[config.mk]
export PLATFORM = sky130hd
export DESIGN_NAME = rle_encoder
export DESIGN_NICKNAME = d
export VERILOG_FILES = /design/src/rtl/rle_pkg.sv /design/src/rtl/rle_run_tracker.sv /design/src/rtl/rle_rec_fifo.sv /design/src/rtl/rle_byte_ser.sv /design/src/rtl/rle_encoder.sv
export SDC_FILE = /design/constraint.sdc
export NUM_CORES = 1
export LEC_CHECK = 0
export BUFFER_PORTS_ARGS = -buffer_cell sky130_fd_sc_hd__buf_2
export CAP_MARGIN = 0
export CORE_MARGIN = 10
export CORE_UTILIZATION = 45
export CTS_CLUSTER_DIAMETER = 120
export DETAILED_ROUTE_END_ITERATION = 10
export HOLD_SLACK_MARGIN = 0.02
export PLACE_DENSITY_LB_ADDON = 0.05
export SYNTH_ARGS = -nofsm -noshare
export SYNTH_HDL_FRONTEND = slang
export SYNTH_SLANG_ARGS = --single-unit
[constraint.sdc]
create_clock -name clk -period 6.4 [get_ports clk]
set_input_delay 1.28 -clock clk [delete_from_list [all_inputs] [get_ports clk]]
set_output_delay 1.28 -clock clk [all_outputs]
set_load 0.01 [all_outputs]
[src/rtl/rle_pkg.sv]
// Shared types for the run-length encoder.
// Assumes: nothing beyond the importing module's own parameters.
package rle_pkg;

    // Phases of the run tracker: taking samples, or closing a stream.
    typedef enum logic [1:0] {
        TRK_ACCEPT    = 2'd0,
        TRK_FLUSH_RUN = 2'd1,
        TRK_FLUSH_END = 2'd2
    } trk_state_t;

endpackage

[src/rtl/rle_run_tracker.sv]
// Run tracker: folds equal consecutive samples into one open run, and
// issues {value, repeats-1} records through a one-entry output register.
// Assumes: CNT_W >= 2, so the cap code (all ones minus one) is nonzero.
module rle_run_tracker
    import rle_pkg::*;
#(
    parameter int DATA_W = 32,
    parameter int CNT_W  = 16
) (
    input  logic              clk,
    input  logic              rst_n,
    input  logic              smp_valid,
    input  logic [DATA_W-1:0] smp_data,
    input  logic              smp_flush,
    output logic              smp_ready,
    output logic              rec_valid,
    output logic [DATA_W-1:0] rec_value,
    output logic [CNT_W-1:0]  rec_count,
    input  logic              rec_ready
);

    localparam logic [CNT_W-1:0] CNT_END = '1;
    localparam logic [CNT_W-1:0] CNT_CAP = CNT_END - CNT_W'(1);

    trk_state_t        state_q, state_d;
    logic              open_q, open_d;
    logic [DATA_W-1:0] val_q, val_d;
    logic [CNT_W-1:0]  cnt_q, cnt_d;
    logic              out_v_q;
    logic [DATA_W-1:0] out_val_q;
    logic [CNT_W-1:0]  out_cnt_q;

    logic              slot_free;
    logic              take_smp;
    logic              take_flush;
    logic              emit;
    logic [DATA_W-1:0] emit_val;
    logic [CNT_W-1:0]  emit_cnt;

    // Output slot is usable when empty or being drained this cycle.
    always_comb begin
        slot_free  = !out_v_q || rec_ready;
        smp_ready  = (state_q == TRK_ACCEPT) && slot_free;
        take_smp   = smp_valid && smp_ready;
        take_flush = smp_flush && smp_ready;
    end

    // Next run state and the record to emit, if any.
    always_comb begin
        state_d  = state_q;
        open_d   = open_q;
        val_d    = val_q;
        cnt_d    = cnt_q;
        emit     = 1'b0;
        emit_val = val_q;
        emit_cnt = cnt_q;
        case (state_q)
            TRK_ACCEPT: begin
                if (take_smp) begin
                    if (open_q && smp_data == val_q) begin
                        if (cnt_q + CNT_W'(1) == CNT_CAP) begin
                            emit     = 1'b1;
                            emit_cnt = CNT_CAP;
                            open_d   = 1'b0;
                        end else begin
                            cnt_d = cnt_q + CNT_W'(1);
                        end
                    end else begin
                        emit   = open_q;
                        open_d = 1'b1;
                        val_d  = smp_data;
                        cnt_d  = '0;
                    end
                end
                if (take_flush) begin
                    state_d = TRK_FLUSH_RUN;
                end
            end
            TRK_FLUSH_RUN: begin
                if (slot_free) begin
                    if (open_q) begin
                        emit    = 1'b1;
                        open_d  = 1'b0;
                        state_d = TRK_FLUSH_END;
                    end else begin
                        emit     = 1'b1;
                        emit_val = '0;
                        emit_cnt = CNT_END;
                        state_d  = TRK_ACCEPT;
                    end
                end
            end
            TRK_FLUSH_END: begin
                if (slot_free) begin
                    emit     = 1'b1;
                    emit_val = '0;
                    emit_cnt = CNT_END;
                    state_d  = TRK_ACCEPT;
                end
            end
            default: state_d = TRK_ACCEPT;
        endcase
    end

    // Run registers and phase.
    always_ff @(posedge clk) begin
        if (!rst_n) begin
            state_q <= TRK_ACCEPT;
            open_q  <= 1'b0;
            val_q   <= '0;
            cnt_q   <= '0;
        end else begin
            state_q <= state_d;
            open_q  <= open_d;
            val_q   <= val_d;
            cnt_q   <= cnt_d;
        end
    end

    // One-entry record register toward the queue.
    always_ff @(posedge clk) begin
        if (!rst_n) begin
            out_v_q   <= 1'b0;
            out_val_q <= '0;
            out_cnt_q <= '0;
        end else if (emit) begin
            out_v_q   <= 1'b1;
            out_val_q <= emit_val;
            out_cnt_q <= emit_cnt;
        end else if (rec_ready) begin
            out_v_q <= 1'b0;
        end
    end

    assign rec_valid = out_v_q;
    assign rec_value = out_val_q;
    assign rec_count = out_cnt_q;

endmodule

[src/rtl/rle_rec_fifo.sv]
// Record queue: small synchronous FIFO between the tracker and the
// serializer, so whole records are buffered while bytes drain.
// Assumes: DEPTH is a power of two and at least 2.
module rle_rec_fifo #(
    parameter int WIDTH = 48,
    parameter int DEPTH = 4
) (
    input  logic                       clk,
    input  logic                       rst_n,
    input  logic                       push_valid,
    input  logic [WIDTH-1:0]           push_data,
    output logic                       push_ready,
    output logic                       pop_valid,
    output logic [WIDTH-1:0]           pop_data,
    input  logic                       pop_ready,
    output logic [$clog2(DEPTH):0]     level
);

    localparam int AW = $clog2(DEPTH);

    logic [WIDTH-1:0] mem [DEPTH];
    logic [AW-1:0]    wr_ptr, rd_ptr;
    logic [AW:0]      cnt_q;
    logic             do_push, do_pop;

    // Handshake decode.
    always_comb begin
        push_ready = (cnt_q != (AW+1)'(DEPTH));
        pop_valid  = (cnt_q != '0);
        do_push    = push_valid && push_ready;
        do_pop     = pop_valid && pop_ready;
    end

    // Storage write.
    always_ff @(posedge clk) begin
        if (do_push) begin
            mem[wr_ptr] <= push_data;
        end
    end

    // Pointers and occupancy.
    always_ff @(posedge clk) begin
        if (!rst_n) begin
            wr_ptr <= '0;
            rd_ptr <= '0;
            cnt_q  <= '0;
        end else begin
            if (do_push) wr_ptr <= wr_ptr + AW'(1);
            if (do_pop)  rd_ptr <= rd_ptr + AW'(1);
            case ({do_push, do_pop})
                2'b10:   cnt_q <= cnt_q + (AW+1)'(1);
                2'b01:   cnt_q <= cnt_q - (AW+1)'(1);
                default: cnt_q <= cnt_q;
            endcase
        end
    end

    assign pop_data = mem[rd_ptr];
    assign level    = cnt_q;

endmodule

[src/rtl/rle_byte_ser.sv]
// Byte serializer: sends one record as REC_W/8 bytes, least significant
// byte first, and flags the last byte of the end-of-stream record.
// Assumes: REC_W is a multiple of 8; the counter sits in the top CNT_W bits.
module rle_byte_ser #(
    parameter int REC_W = 48,
    parameter int CNT_W = 16
) (
    input  logic             clk,
    input  logic             rst_n,
    input  logic             rec_valid,
    input  logic [REC_W-1:0] rec_data,
    output logic             rec_ready,
    output logic             byte_valid,
    output logic [7:0]       byte_data,
    output logic             byte_last,
    input  logic             byte_ready
);

    localparam int NBYTES = REC_W / 8;
    localparam int IW     = $clog2(NBYTES);
    localparam logic [IW-1:0] LAST_IDX = IW'(NBYTES - 1);

    logic             busy_q;
    logic [IW-1:0]    idx_q;
    logic [REC_W-1:0] hold_q;
    logic             end_q;
    logic [7:0]       lanes [NBYTES];
    logic             final_beat;

    // Split the held record into byte lanes.
    for (genvar g = 0; g < NBYTES; g++) begin : g_lane
        assign lanes[g] = hold_q[8*g +: 8];
    end

    // Load a new record when idle or when the last byte leaves now.
    always_comb begin
        final_beat = busy_q && byte_ready && (idx_q == LAST_IDX);
        rec_ready  = !busy_q || final_beat;
    end

    // Byte position, held record and end-record flag.
    always_ff @(posedge clk) begin
        if (!rst_n) begin
            busy_q <= 1'b0;
            idx_q  <= '0;
            hold_q <= '0;
            end_q  <= 1'b0;
        end else if (rec_valid && rec_ready) begin
            busy_q <= 1'b1;
            idx_q  <= '0;
            hold_q <= rec_data;
            end_q  <= (rec_data[REC_W-1 -: CNT_W] == '1);
        end else if (busy_q && byte_ready) begin
            if (idx_q == LAST_IDX) begin
                busy_q <= 1'b0;
            end else begin
                idx_q <= idx_q + IW'(1);
            end
        end
    end

    assign byte_valid = busy_q;
    assign byte_data  = lanes[idx_q];
    assign byte_last  = busy_q && end_q && (idx_q == LAST_IDX);

endmodule

[src/rtl/rle_encoder.sv]
// Run-length sample encoder top: tracker, record queue and byte
// serializer in a chain, each stage with valid/ready backpressure.
// Assumes: (DATA_W + CNT_W) is a multiple of 8, QUEUE_DEPTH a power of two.
module rle_encoder #(
    parameter int DATA_W      = 32,
    parameter int CNT_W       = 16,
    parameter int QUEUE_DEPTH = 4
) (
    input  logic              clk,
    input  logic              rst_n,
    input  logic              in_valid,
    input  logic [DATA_W-1:0] in_data,
    input  logic              in_flush,
    output logic              in_ready,
    output logic              out_valid,
    output logic [7:0]        out_byte,
    output logic              out_last,
    input  logic              out_ready
);

    localparam int REC_W = DATA_W + CNT_W;
    localparam int LVL_W = $clog2(QUEUE_DEPTH) + 1;

    logic              trk_valid;
    logic [DATA_W-1:0] trk_value;
    logic [CNT_W-1:0]  trk_count;
    logic              trk_ready;
    logic              q_valid;
    logic [REC_W-1:0]  q_data;
    logic              q_ready;
    logic [LVL_W-1:0]  q_level;

    rle_run_tracker #(
        .DATA_W (DATA_W),
        .CNT_W  (CNT_W)
    ) u_trk (
        .clk       (clk),
        .rst_n     (rst_n),
        .smp_valid (in_valid),
        .smp_data  (in_data),
        .smp_flush (in_flush),
        .smp_ready (in_ready),
        .rec_valid (trk_valid),
        .rec_value (trk_value),
        .rec_count (trk_count),
        .rec_ready (trk_ready)
    );

    rle_rec_fifo #(
        .WIDTH (REC_W),
        .DEPTH (QUEUE_DEPTH)
    ) u_queue (
        .clk        (clk),
        .rst_n      (rst_n),
        .push_valid (trk_valid),
        .push_data  ({trk_count, trk_value}),
        .push_ready (trk_ready),
        .pop_valid  (q_valid),
        .pop_data   (q_data),
        .pop_ready  (q_ready),
        .level      (q_level)
    );

    rle_byte_ser #(
        .REC_W (REC_W),
        .CNT_W (CNT_W)
    ) u_ser (
        .clk        (clk),
        .rst_n      (rst_n),
        .rec_valid  (q_valid),
        .rec_data   (q_data),
        .rec_ready  (q_ready),
        .byte_valid (out_valid),
        .byte_data  (out_byte),
        .byte_last  (out_last),
        .byte_ready (out_ready)
    );

endmodule

# Word-level counts from Yosys, hierarchy flattened
# Memory sizes are Yosys's and may differ from the RTL's. A register that Yosys moved wholly into a read port is not among the register bits.
# Cells that the tools add are included.
# totals
in_bits	37
regBits	160
mem_bits_rw	192
wordCells	111
latch_bits	0
mem_bits_ro	0
mem_count	1
out_inout_bits	11
# memory_table
name	words	width	read_ports	rd_ports_with_merged_regs	write_ports	line_no	rtl
u_queue.mem	4	48	1	1	1	rle_rec_fifo.sv:21	logic [WIDTH-1:0] mem [DEPTH];
# op_classes
n_lt_le_gt_ge	1
n_div	0
n_mux	41
bitwise	4
n_eq_ne	15
add_sub_neg	6
shifts	0
n_mul	0
n_reduce_logical	29
# ops
cell	n
$mux W16	8
$mux W32	3
$pmux W32 S2	1
$pmux W16 S3	1
$eq A16 B16 Y1 const B	2
$eq A32 B32 Y1	1
$bmux W8 S3	1
$add A16 B1 Y16 const B	1
$mux W8	2
$mux W1	15
$mux W2	6
$logic_and A1 B1 Y1	10
$reduce_bool A2 Y1	5
$reduce_and A3 Y1	3
$ne A2 B1 Y1 const B	4
$add A3 B1 Y3 const B	2
$ne A3 B3 Y1 const B	2
$pmux W2 S3	1
$pmux W3 S2	1
$add A2 B1 Y2 const B	2
$eq A2 B1 Y1 const B	2
$eq A2 B2 Y1 const B	2
$ge A4 B4 Y1 const B	1
$not A3 Y4	1
other kinds (12)	19

# Longest topological paths before layout
# Gate-level depths: netlist of run 1.
# logic_depth
ltp_word	7
mapped_depth	14
mapped_depth_nobuf	11

# Modules after synthesis
# Synthesis of run 1 repeated with hierarchy kept, for this count alone.
# unflattened
hier_cells	1089
area_unflattened_um2	14471.4
# by_module_without_submodules
module	seq_area_each_um2	cells_per_inst	area_each_um2	n_inst
rle_rec_fifo	5945.7	302	7399.6	1
rle_run_tracker	2001.9	606	4957.3	1
rle_byte_ser	1061.0	181	2114.5	1

# Worst setup path before layout of run 1
# OpenSTA, ideal clock, no wires.
# synth_timing
path_type	input to register
start	input port out_ready
end	register u_queue.cnt_q[2] (netlist: u_queue.level[2])
required_time_ns	6.330
path_buffers	2
setup_ns	0.070
setup_slack_ns	3.083
path_stages	11
arrival_time_ns	3.246
path_cell_list	nand3_1 > a21o_1 > clkbuf_1 > inv_2 > clkbuf_1 > ha_1 > inv_1 > fa_1 > xor2_1 > or3_1 > a21oi_1
# synth_between
elab_chain_len	6
word_cells_on_any_way	8
classes_between	eq/ne: 2; mux: 1; reduce/logical: 5
# synth_lines
item	line_no	rtl
start: declaration	rle_encoder.sv:18	input logic out_ready
$logic_and A1 B1 Y1 (*) (2 in series)	rle_byte_ser.sv:37	final_beat = busy_q && byte_ready && (idx_q == LAST_IDX);
$logic_or A1 B1 Y1 (*)	rle_byte_ser.sv:38	rec_ready = !busy_q || final_beat;
$logic_and A1 B1 Y1 (*)	rle_rec_fifo.sv:31	do_pop = pop_valid && pop_ready;
via u_queue.do_pop	rle_rec_fifo.sv:24	logic do_push, do_pop;
$eq A2 B1 Y1 or $eq A2 B2 Y1 (tied branches)	rle_rec_fifo.sv:50	case ({do_push, do_pop})
$pmux W3 S2 or $reduce_bool A2 Y1 (tied branches)	-	
end signal: assignment	rle_rec_fifo.sv:51	2'b10: cnt_q <= cnt_q + (AW+1)'(1);
end signal: assignment	rle_rec_fifo.sv:52	2'b01: cnt_q <= cnt_q - (AW+1)'(1);
end signal: assignment	rle_rec_fifo.sv:53	default: cnt_q <= cnt_q;
end: declaration	rle_rec_fifo.sv:23	logic [AW:0] cnt_q;
# Mark *: on every way through the listed nets, which the timed path passes. The rest lies on a longest branch.
# A chain may end at the register's enable or synchronous reset.

# Final worst setup path of run 1
# layout_timing
start	register u_queue.cnt_q[2] (netlist: u_queue.level[2])
end	output port in_ready
# layout_between
elab_chain_len	3
# layout_lines
item	line_no	rtl
$ne A3 B3 Y1	rle_rec_fifo.sv:28	push_ready = (cnt_q != (AW+1)'(DEPTH));
$logic_or A1 B1 Y1	rle_run_tracker.sv:42	slot_free = !out_v_q || rec_ready;
$logic_and A1 B1 Y1	rle_run_tracker.sv:43	smp_ready = (state_q == TRK_ACCEPT) && slot_free;
end: declaration	rle_encoder.sv:14	output logic in_ready,
# No other way between the ends.

==> metrics, run 1 <==
nets@finish ~1.3k; Worst EP required 5120 ps; max capacitance violation total 0; Worst Setup SP u_queue.level[2]; Slew HR 27.1%; crit path DAT 2220 ps; Synth Net Count 1245; core area approximately 0.032 mm^2; CTS tree done; routed len/inst 19.7 um; WL final 33300 um; Layout area overhead 12.3%; CTS buffer count 39; Worst Path Max Fanout 10; most common cell after layout, fill and taps aside nand2_1; Final TNS setup 0 ps; Post-Place Cells 1620; final non-filler cell total 1691; vias post-DR 9206; # diodes 0; post-CTS setup buffers 0; # IOs 48; Detailed Place HPWL ~21000 um; Synth Flop Type edfxtp_1; post-synthesis cell count 1194; hold path depth 2; CTS Sinks 354; root buffer cell clkbuf_16; hold crit path type register to register; leading cell types in the layout, fill and taps excluded 213 x nand2_1, 192 x edfxtp_1, 160 x dfxtp_1, 99 x a21oi_1, 56 x mux4_2; clock skew 19.0 ps; CTS max path bufs 3; gr usage total 16.2%; outcome completed; Reg area 0.00901 mm^2; area of the multi-input gates 0.00527 mm^2; 1st-iter DRT viols 660; Final setup viols 0; DRC violations left 0; grt ovf 0; CP startpoint kind register; Max Slew Vio Count 0; Post-Syn Area approximately 0.015 mm^2; worst-skew pair later-pin latency roughly 520 ps; fillers 2808; starting density of the core 45.4%; Synth async-reset ratio 0%; Post-synth EDFFs 192; Critical R2R Launch u_ser.idx_q[0]; die area 0.0404 mm^2; CP Class register to primary output; Yosys reg bits 354; Max VDD drop 0.206 mV; largest net degree at the start of global routing 70; Pwr Density 370 mW/mm^2; DR pass1 iterations 5; Yosys warning count 0; DRT antenna net count 0; final hold vios 0; initial antenna violation count 0; R2R Path End u_queue.level[2]; fraction of layout cells with a size suffix above 1 15.5%; actual slew at the worst max-slew pin 1090 ps; CP Capture Type primary output; Reg2Reg Depth 13; R2R Setup Slk 2950 ps; H-tree Lvls 2; placer's final routability congestion estimate about 0.8; die width 201 um; vias per cell 5.44; Die H ~200 um; Avg Cell Area, Syn between 10 and 15 um^2; final period utilization 54.7%; Yosys cell types 65; Lkg Pwr 5.51 nW; Post-CTS Resized 0; # hold bufs at CTS 0; port bufs 47; CTS clk-pin slew, worst paths 60 ps; unrepaired setup endpoints after global routing no; first-pass GRT wire length approximately 53000 um; Max Freq 286 MHz; Seq/Total Area, Yosys 61.1%; Worst Min Path Start u_ser.hold_q[19]; number of core rows 66; hold endpoint u_ser.hold_q[19]; min Tclk post-route 3500 ps; vias in the first global route ~9.1k
==> flip-flops by register name, indices dropped and copies added (netlist names), named ones only <==
signal and count:
u_queue.wr_ptr 2, u_trk.rec_count 16, u_trk.open_q 1, u_ser.hold_q 48, u_trk.rec_value 32, u_queue.mem 192, u_trk.rec_valid 1, u_ser.end_q 1
u_ser.idx_q 3, u_queue.level 3, u_queue.rd_ptr 2, u_trk.val_q 32, u_trk.state_q 2, u_ser.byte_valid 1, u_trk.cnt_q 16
==> worst max-delay path, stage by stage (launching register included) <==
cell and delay (ps):
dfxtp_1 360, nor3b_2 580, nand2_1 370, and2_1 260, buf_2 130
==> kinds of logic after synthesis <==
kind of cell,count (synthesis),synth area share [%]
adders and majority gates,14,1.24
AOI/OAI and AO/OA,211,8.66
DFF,354,61.1
buffers and inverters,107,3.22
and+or+nand+nor,356,11.1
muxes,109,12.2
xor gates and xnor gates,43,2.55
==> through the flow <==
step           power, W  instance area [um^2]  hold slack (ps)  utilization, %  setup WS, ps
6_report        0.00612                 16600              451            51.0          2900
3_3_place_gp    0.00398                 15300              440            47.1          2510
3_5_place_dp    0.00399                 15300              445            47.1          2450
2_1_floorplan   0.00367                 14700              432               -          3080
4_1_cts         0.00621                 16600              453            51.0          2880
5_1_grt         0.00642                 16600              469            51.0          2700
==> cells in the mapped netlist (all sizes together), types with 2 or more instances <==
master / n / area share, %
nor2b: 3 / 0.13
nand2b: 3 / 0.13
a21oi: 102 / 3.5
buf: 26 / 1.2
o2111ai: 8 / 0.48
nor2: 21 / 0.53
or4: 3 / 0.15
nand4: 25 / 1.2
o31a: 2 / 0.18
xor2: 4 / 0.24
nand3: 48 / 1.7
a21o: 2 / 0.10
and4: 5 / 0.31
and3: 3 / 0.13
clkbuf: 53 / 1.3
dfxtp: 162 / 22
mux4: 56 / 8.6
o311ai: 2 / 0.17
o31ai: 9 / 0.55
o21a: 2 / 0.10
o21bai: 2 / 0.10
a31oi: 3 / 0.13
o32ai: 4 / 0.24
edfxtp: 192 / 39
a2111oi: 3 / 0.19
xnor2: 39 / 2.3
and2: 8 / 0.34
nor4: 6 / 0.25
nand2: 213 / 5.4
nor3: 9 / 0.31
o21ai: 51 / 1.7
or3: 5 / 0.21
a311oi: 3 / 0.31
inv: 27 / 0.69
ha: 13 / 1.1
o22ai: 11 / 0.47
mux2i: 52 / 3.5
o211ai: 2 / 0.10
==> power breakdown <==
group | switching (W) | leakage, nW | internal [W] | total [W]
Sequential | 0.000182 | 3.11 | 0.00266 | 0.00284
Clock | 0.000866 | 0.616 | 0.00134 | 0.00220
Combinational | 0.000611 | 1.79 | 0.000467 | 0.00108
Total | 0.00166 | 5.51 | 0.00446 | 0.00612
==> per-layer routing <==
| metal | track usage (%) | vias to the layer above | routed length (um) |
|---|---|---|---|
| met5 | 0 | - | 0 |
| met2 | 23.9 | 197 | 14600 |
| li1 | - | 4454 | - |
| met4 | 3.35 | 0 | 399 |
| met3 | 2.61 | 31 | 1700 |
| met1 | 24.5 | 4524 | 16700 |
==> area by class of cell <==
cell class	instances	share of cell area, %
inverter	28	0.642
clock inverter	16	1.13
sequential	354	54.4
clock buffer	55	6.50
tap	442	3.34
timing repair buffer	63	2.15
multi-input combinational	733	31.8
==> worst max path at each step <==
stage | end | cells after the start | slack, ps
floorplan | u_queue.level[2] | 11 | 3080
global placement | u_queue.level[2] | 12 | 2510
detailed placement | u_trk.cnt_q[10] | 6 | 2450
CTS | in_ready | 4 | 2880
global route | u_queue.level[2] | 13 | 2700
finish | in_ready | 4 | 2900
Note: power is estimated with default switching activity, not from simulation.
==> inputs of run 2 (changes only) <==
--- a/config.mk
+++ b/config.mk
@@ -5,6 +5,7 @@
 export SDC_FILE = /design/constraint.sdc
 export NUM_CORES = 1
 export LEC_CHECK = 0
+export ABC_AREA = 1
 export BUFFER_PORTS_ARGS = -buffer_cell sky130_fd_sc_hd__buf_2
 export CAP_MARGIN = 0
 export CORE_MARGIN = 10
==> constraint.sdc (replaced) <==
create_clock -name clk -period 3.4 [get_ports clk]
set_input_delay 0.68 -clock clk [delete_from_list [all_inputs] [get_ports clk]]
set_output_delay 0.68 -clock clk [all_outputs]
set_load 0.01 [all_outputs]
==> run 2 against run 1 <==
  * Critical path depth is 1 higher
  * Clock skew is 3.4 ps higher
  * Clock-buffer cell count increased by 1
  * Synthesized area up 4.3%
  * Clock power is 92% higher
  * Critical endpoint is now out_byte[4]
  * Highest routed layer unchanged
==> metrics, run 2 <==
outcome completed; Reg2Reg Depth 17; Synth Flop Type edfxtp_1; leading cell types in the layout, fill and taps excluded 329 x nor2_1, 305 x nand2_1, 213 x o21ai_0, 192 x edfxtp_1, 161 x dfxtp_1; max capacitance violation total 0; hold path depth 3; DR pass1 iterations 5; hold slack 402 ps; fin util approximately 52%; vias per cell 5.18; port bufs between 40 and 50; Worst Path Max Fanout 10; 1st-iter DRT viols 763; vias in the first global route 10.8k; die width 205 um; Top reg by flops u_queue.mem; hold crit path type input port to register; core area 0.0336 mm^2; CP Capture Type primary output; Pwr Density 855 mW/mm^2; initial antenna violation count 0; max FFs per register ~190; Yosys warning count 0; crit path DAT about 2400 ps; post-synthesis cell count 1764; worst-skew pair later-pin latency 530 ps; CP startpoint kind register; Post-synth EDFFs 192; Yosys top cell by area edfxtp_1; Die H 205 um; clock skew between 20 and 25 ps; Max Freq 327 MHz; Worst Min Path Start in_data[16]; R2R Setup Slk 500 ps; vias post-DR 11.7k; Avg Cell Area, Syn 8.72 um^2; R2R Path End u_trk.rec_value[8]; number of core rows 67; routed len/inst 17.0 um; largest net degree at the start of global routing 120; CTS buffer count 39; fraction of layout cells with a size suffix above 1 ~8.5%; CTS clk-pin slew, worst paths about 60 ps; grt ovf 0; Seq/Total Area, Yosys about three fifths; Final TNS setup 0 ps; Synth async-reset ratio 0%; root buffer cell clkbuf_16; Critical R2R Launch u_trk.cnt_q[0]; CTS tree done; most common cell after layout, fill and taps aside nor2_1; final period utilization 89.9%; # diodes 0; Post-Syn Area about 0.015 mm^2; fin area 0.0173 mm^2; # hold bufs at CTS 0; Yosys cell types 35; DRT antenna net count 0; dominant cells by area after synthesis edfxtp_1 37%, dfxtp_1 21%, nor2_1 8.1%; Synth Net Count 1815; Worst EP required 2720 ps; Synth top area share 37.5%; Slew HR 32.9%; Post-synth top cells 334 x nor2_1, 305 x nand2_1, 213 x o21ai_0; Max Slew Vio Count 0; first-pass GRT wire length just over 60000 um; Lkg Pwr 6.67 nW; unrepaired setup endpoints after global routing no; dpl cell area between 0.015 and 0.02 mm^2; Post-CTS Resized 0; post-CTS setup buffers 0; die area between 0.04 and 0.05 mm^2; actual slew at the worst max-slew pin just over 1000 ps; Layout area overhead 12.7%; WL final a little under 40000 um; Yosys reg bits approximately 350; Final setup viols 0; final hold vios 0; most instantiated library cell after synthesis nor2_1; Detailed Place HPWL 24000 um; CTS max path bufs 3; Max VDD drop 0.987 mV; nets@finish 1828; min Tclk post-route around 3000 ps; Top Registers u_queue.mem (192), u_ser.hold_q (48); gr usage total 18.1%; DRC violations left 0; CP Class register to primary output; CTS Sinks 354; # IOs between 40 and 50; placer's final routability congestion estimate approximately 0.88; hold endpoint u_trk.val_q[16]; H-tree Lvls 2; starting density of the core 45.8%
[run 2: cell count changes in the layout (fill, tap and decap cells not counted), moves of 52 or more]
cell,delta
inv_1,+101
nand2_1,+92
mux4_2,-56
nor2_1,+308
mux2i_1,-52
o21ai_0,+165
[run 2: critical path, stage by stage, from the launching register on]
cell,delay (ps)
dfxtp_1,370
clkinv_1,250
nor2_1,430
o21ai_0,160
o21ai_0,420
buf_2,220
[run 2: stage by stage]
step	std cells	power, W	worst slack, ps
6_report	2256	0.0148	343
4_1_cts	2256	0.0150	434
5_1_grt	2256	0.0159	155
3_3_place_gp	2184	0.0107	513
3_5_place_dp	2184	0.0107	506
2_1_floorplan	1764	0.00932	313
[run 2: logic make-up (layout without fill, tap and decap cells)]
logic type	after synthesis	count (layout)	share of synthesized area [%]
and+or+nand+nor	756	756	19.9
DFF	354	354	58.5
buffers and inverters	230	274	5.81
xor gates and xnor gates	10	10	0.569
AOI/OAI and AO/OA	400	400	14.0
adders and majority gates	14	14	1.19
[run 2: worst max-delay path by stage]
| stage | startpoint | to | slack [ps] | cells past startpoint |
|---|---|---|---|---|
| 6_report | u_ser.idx_q[2] | out_byte[4] | 340 | 5 |
| 4_1_cts | u_ser.idx_q[2] | out_byte[4] | 430 | 5 |
| 2_1_floorplan | u_queue.level[1] | u_queue.mem[0][0] | 310 | 4 |
| 3_5_place_dp | u_trk.cnt_q[0] | u_trk.rec_value[8] | 510 | 17 |
| 3_3_place_gp | u_trk.cnt_q[0] | u_trk.rec_value[8] | 510 | 17 |
| 5_1_grt | u_trk.cnt_q[1] | u_trk.rec_count[7] | 160 | 17 |
[run 2: final cells by class]
type | instances | area (um^2)
Timing Repair Buffer | 70 | 460
Clock buffer | 56 | 1090
Sequential cell | 354 | 9010
Clock inverter | 16 | 194
Fill cell | 3126 | 16300
Tap cell | 448 | 561
Multi-Input combinational cell | 1180 | 5530
Inverter | 132 | 495
[run 2: layer usage]
metal  GRT usage [%]  vias to the layer above  wire, um
met5               0                        -         0
met4            5.09                        0       754
met3            2.97                       52      1910
met2            27.4                      259     16700
met1            26.1                     5408     19000
li1                -                     5973         -
[run 2: where the power goes]
| part | leakage (nW) | total (W) | switching [W] | internal [W] |
|---|---|---|---|---|
| logic | 2.93 | 0.00415 | 0.00282 | 0.00133 |
| clock network | 0.626 | 0.00422 | 0.00167 | 0.00254 |
| registers | 3.11 | 0.00646 | 0.000725 | 0.00574 |
==> inputs of run 3 (changes only) <==
==> constraint.sdc (replaced) <==
create_clock -name clk -period 3.15 [get_ports clk]
set_input_delay 0.63 -clock clk [delete_from_list [all_inputs] [get_ports clk]]
set_output_delay 0.63 -clock clk [all_outputs]
set_load 0.01 [all_outputs]
==> run 3 against run 2 <==
  * Worst setup slack worse by 120 ps
  * Core utilization up 0.18 points
  * Final cell count up 0.22%
  * Global-route usage up 0.51 points
  * Die area unchanged
  * Clock-buffer cell count down 12
  * Sequential share of layout area down 0.18 points
  * Combinational power up 11%
  * Sequential power up 8.0%
  * Non-clock buffer count up 8
  * Critical path type unchanged
  * Largest cell class unchanged
  * Largest power group unchanged
  * Highest routed layer unchanged
==> metrics, run 3 (synthesized netlist as in run 2, its figures left out) <==
CTS clk-pin slew, worst paths approximately 60 ps; routed len/inst 17.3 um; Worst Path Max Fanout 10; vias per cell around 5.2; Pwr Density between 900 and 1000 mW/mm^2; CTS max path bufs 3; Final TNS setup 0 ps; CP Class register to primary output; Post-CTS Resized 0; Max Slew Vio Count 0; CTS Sinks 354; clock skew between 15 and 20 ps; vias post-DR between 10k and 15k; Max VDD drop about 0.8 mV; core area about 0.034 mm^2; most common cell after layout, fill and taps aside nor2_1; H-tree Lvls 2; gr usage total 18.6%; crit-path cells clkinv_1 -> nor2_1 -> o21ai_0 -> o21ai_0 -> buf_2; Reg2Reg Depth 17; WL final 39200 um; DRC violations left 0; gr busiest metal met2; hold path depth 3; number of core rows 67; Die H between 200 and 250 um; final hold vios 0; crit path DAT about 2300 ps; Critical R2R Launch u_trk.cnt_q[0]; CTS buffer count 38; DRT antenna net count 0; GR Layer Usage met3 2.59%; R2R Setup Slk 460 ps; die area 0.0420 mm^2; CTS tree done; R2R Path End u_trk.rec_value[3]; Worst Setup SP u_ser.idx_q[2]; CP Capture Type primary output; # diodes 0; grt ovf 0; starting density of the core a little under half; initial antenna violation count 0; worst-skew pair later-pin latency 530 ps; hold crit path type input port to register; leading cell types in the layout, fill and taps excluded 329 x nor2_1, 305 x nand2_1, 213 x o21ai_0, 192 x edfxtp_1, 161 x dfxtp_1; root buffer cell clkbuf_16; post-CTS setup buffers 0; max FFs per register 192; 1st-iter DRT viols 728; Slew HR 56.1%; unrepaired setup endpoints after global routing no; min Tclk post-route 2930 ps; CP startpoint kind register; # hold bufs at CTS 0; first-pass GRT wire length 62300 um; max capacitance violation total 0; vias in the first global route 11.0k; die width 205 um; Top reg by flops u_queue.mem; Lkg Pwr 6.70 nW; largest net degree at the start of global routing 95; placer's final routability congestion estimate 0.893; actual slew at the worst max-slew pin 657 ps; Top Registers u_queue.mem (192), u_ser.hold_q (48); port bufs 47; final period utilization 92.9%; Max Freq 342 MHz; fraction of layout cells with a size suffix above 1 under 10%; Detailed Place HPWL 24800 um; DR pass1 iterations 7; most frequent CP cell o21ai_0; GR Layer Usage met1 27.2%; Final setup viols 0; critical path endpoint out_byte[6]; fillers roughly 3.2k; nets@finish 1835; slowest CP cell nor2_1; Worst EP required about 2500 ps; fin util 51.8%; # IOs 48; CP max stage delay 420 ps; Layout area overhead 13.1%; outcome completed; met2 Use GR 28.2%; Worst Min Path Start in_data[3]
[run 3: worst min path at each step]
stage / to
6_report: u_trk.val_q[3]
5_1_grt: u_trk.val_q[3]
4_1_cts: u_trk.val_q[30]
3_5_place_dp: u_ser.hold_q[46]
3_3_place_gp: u_ser.hold_q[46]
2_1_floorplan: u_ser.hold_q[46]
[run 3: stage by stage]
step	setup WS, ps	hold slack, ps	power (W)	instance area [um^2]	std cells
3_3_place_gp	506	471	0.0116	16200	2192
5_1_grt	27.2	370	0.0171	17400	2261
6_report	224	363	0.0161	17400	2261
4_1_cts	227	345	0.0162	17400	2261
2_1_floorplan	63.1	441	0.0101	15400	1764
3_5_place_dp	482	478	0.0117	16200	2192
[run 3: area by class of cell]
type / instances / area (um^2) / area share (%)
timing repair buffer: 78 / 558 / 3.21
multi-input combinational: 1180 / 5530 / 31.8
tap: 448 / 561 / 3.22
clock buffer: 44 / 983 / 5.65
sequential: 354 / 9010 / 51.8
inverter: 132 / 495 / 2.85
clock inverter: 25 / 265 / 1.52
[run 3: critical path, delay by kind of cell, from the launching register on]
family                 cells  cell delay, ps
AND/OR/NAND/NOR            1             420
AO/OA/AOI/OAI              2             500
flip-flops                 1             380
buffers and inverters      2             470
[run 3: report_power, final]
part	internal (W)	switching, W	leakage, nW
clock network	0.00266	0.00183	0.619
logic	0.00149	0.00310	2.97
registers	0.00619	0.000786	3.11
[run 3: layer usage]
layer	share of wire (%)	wire, um
met1	49	19300
met2	44	17100
met3	5.1	1990
met4	2.0	786
met5	0	0
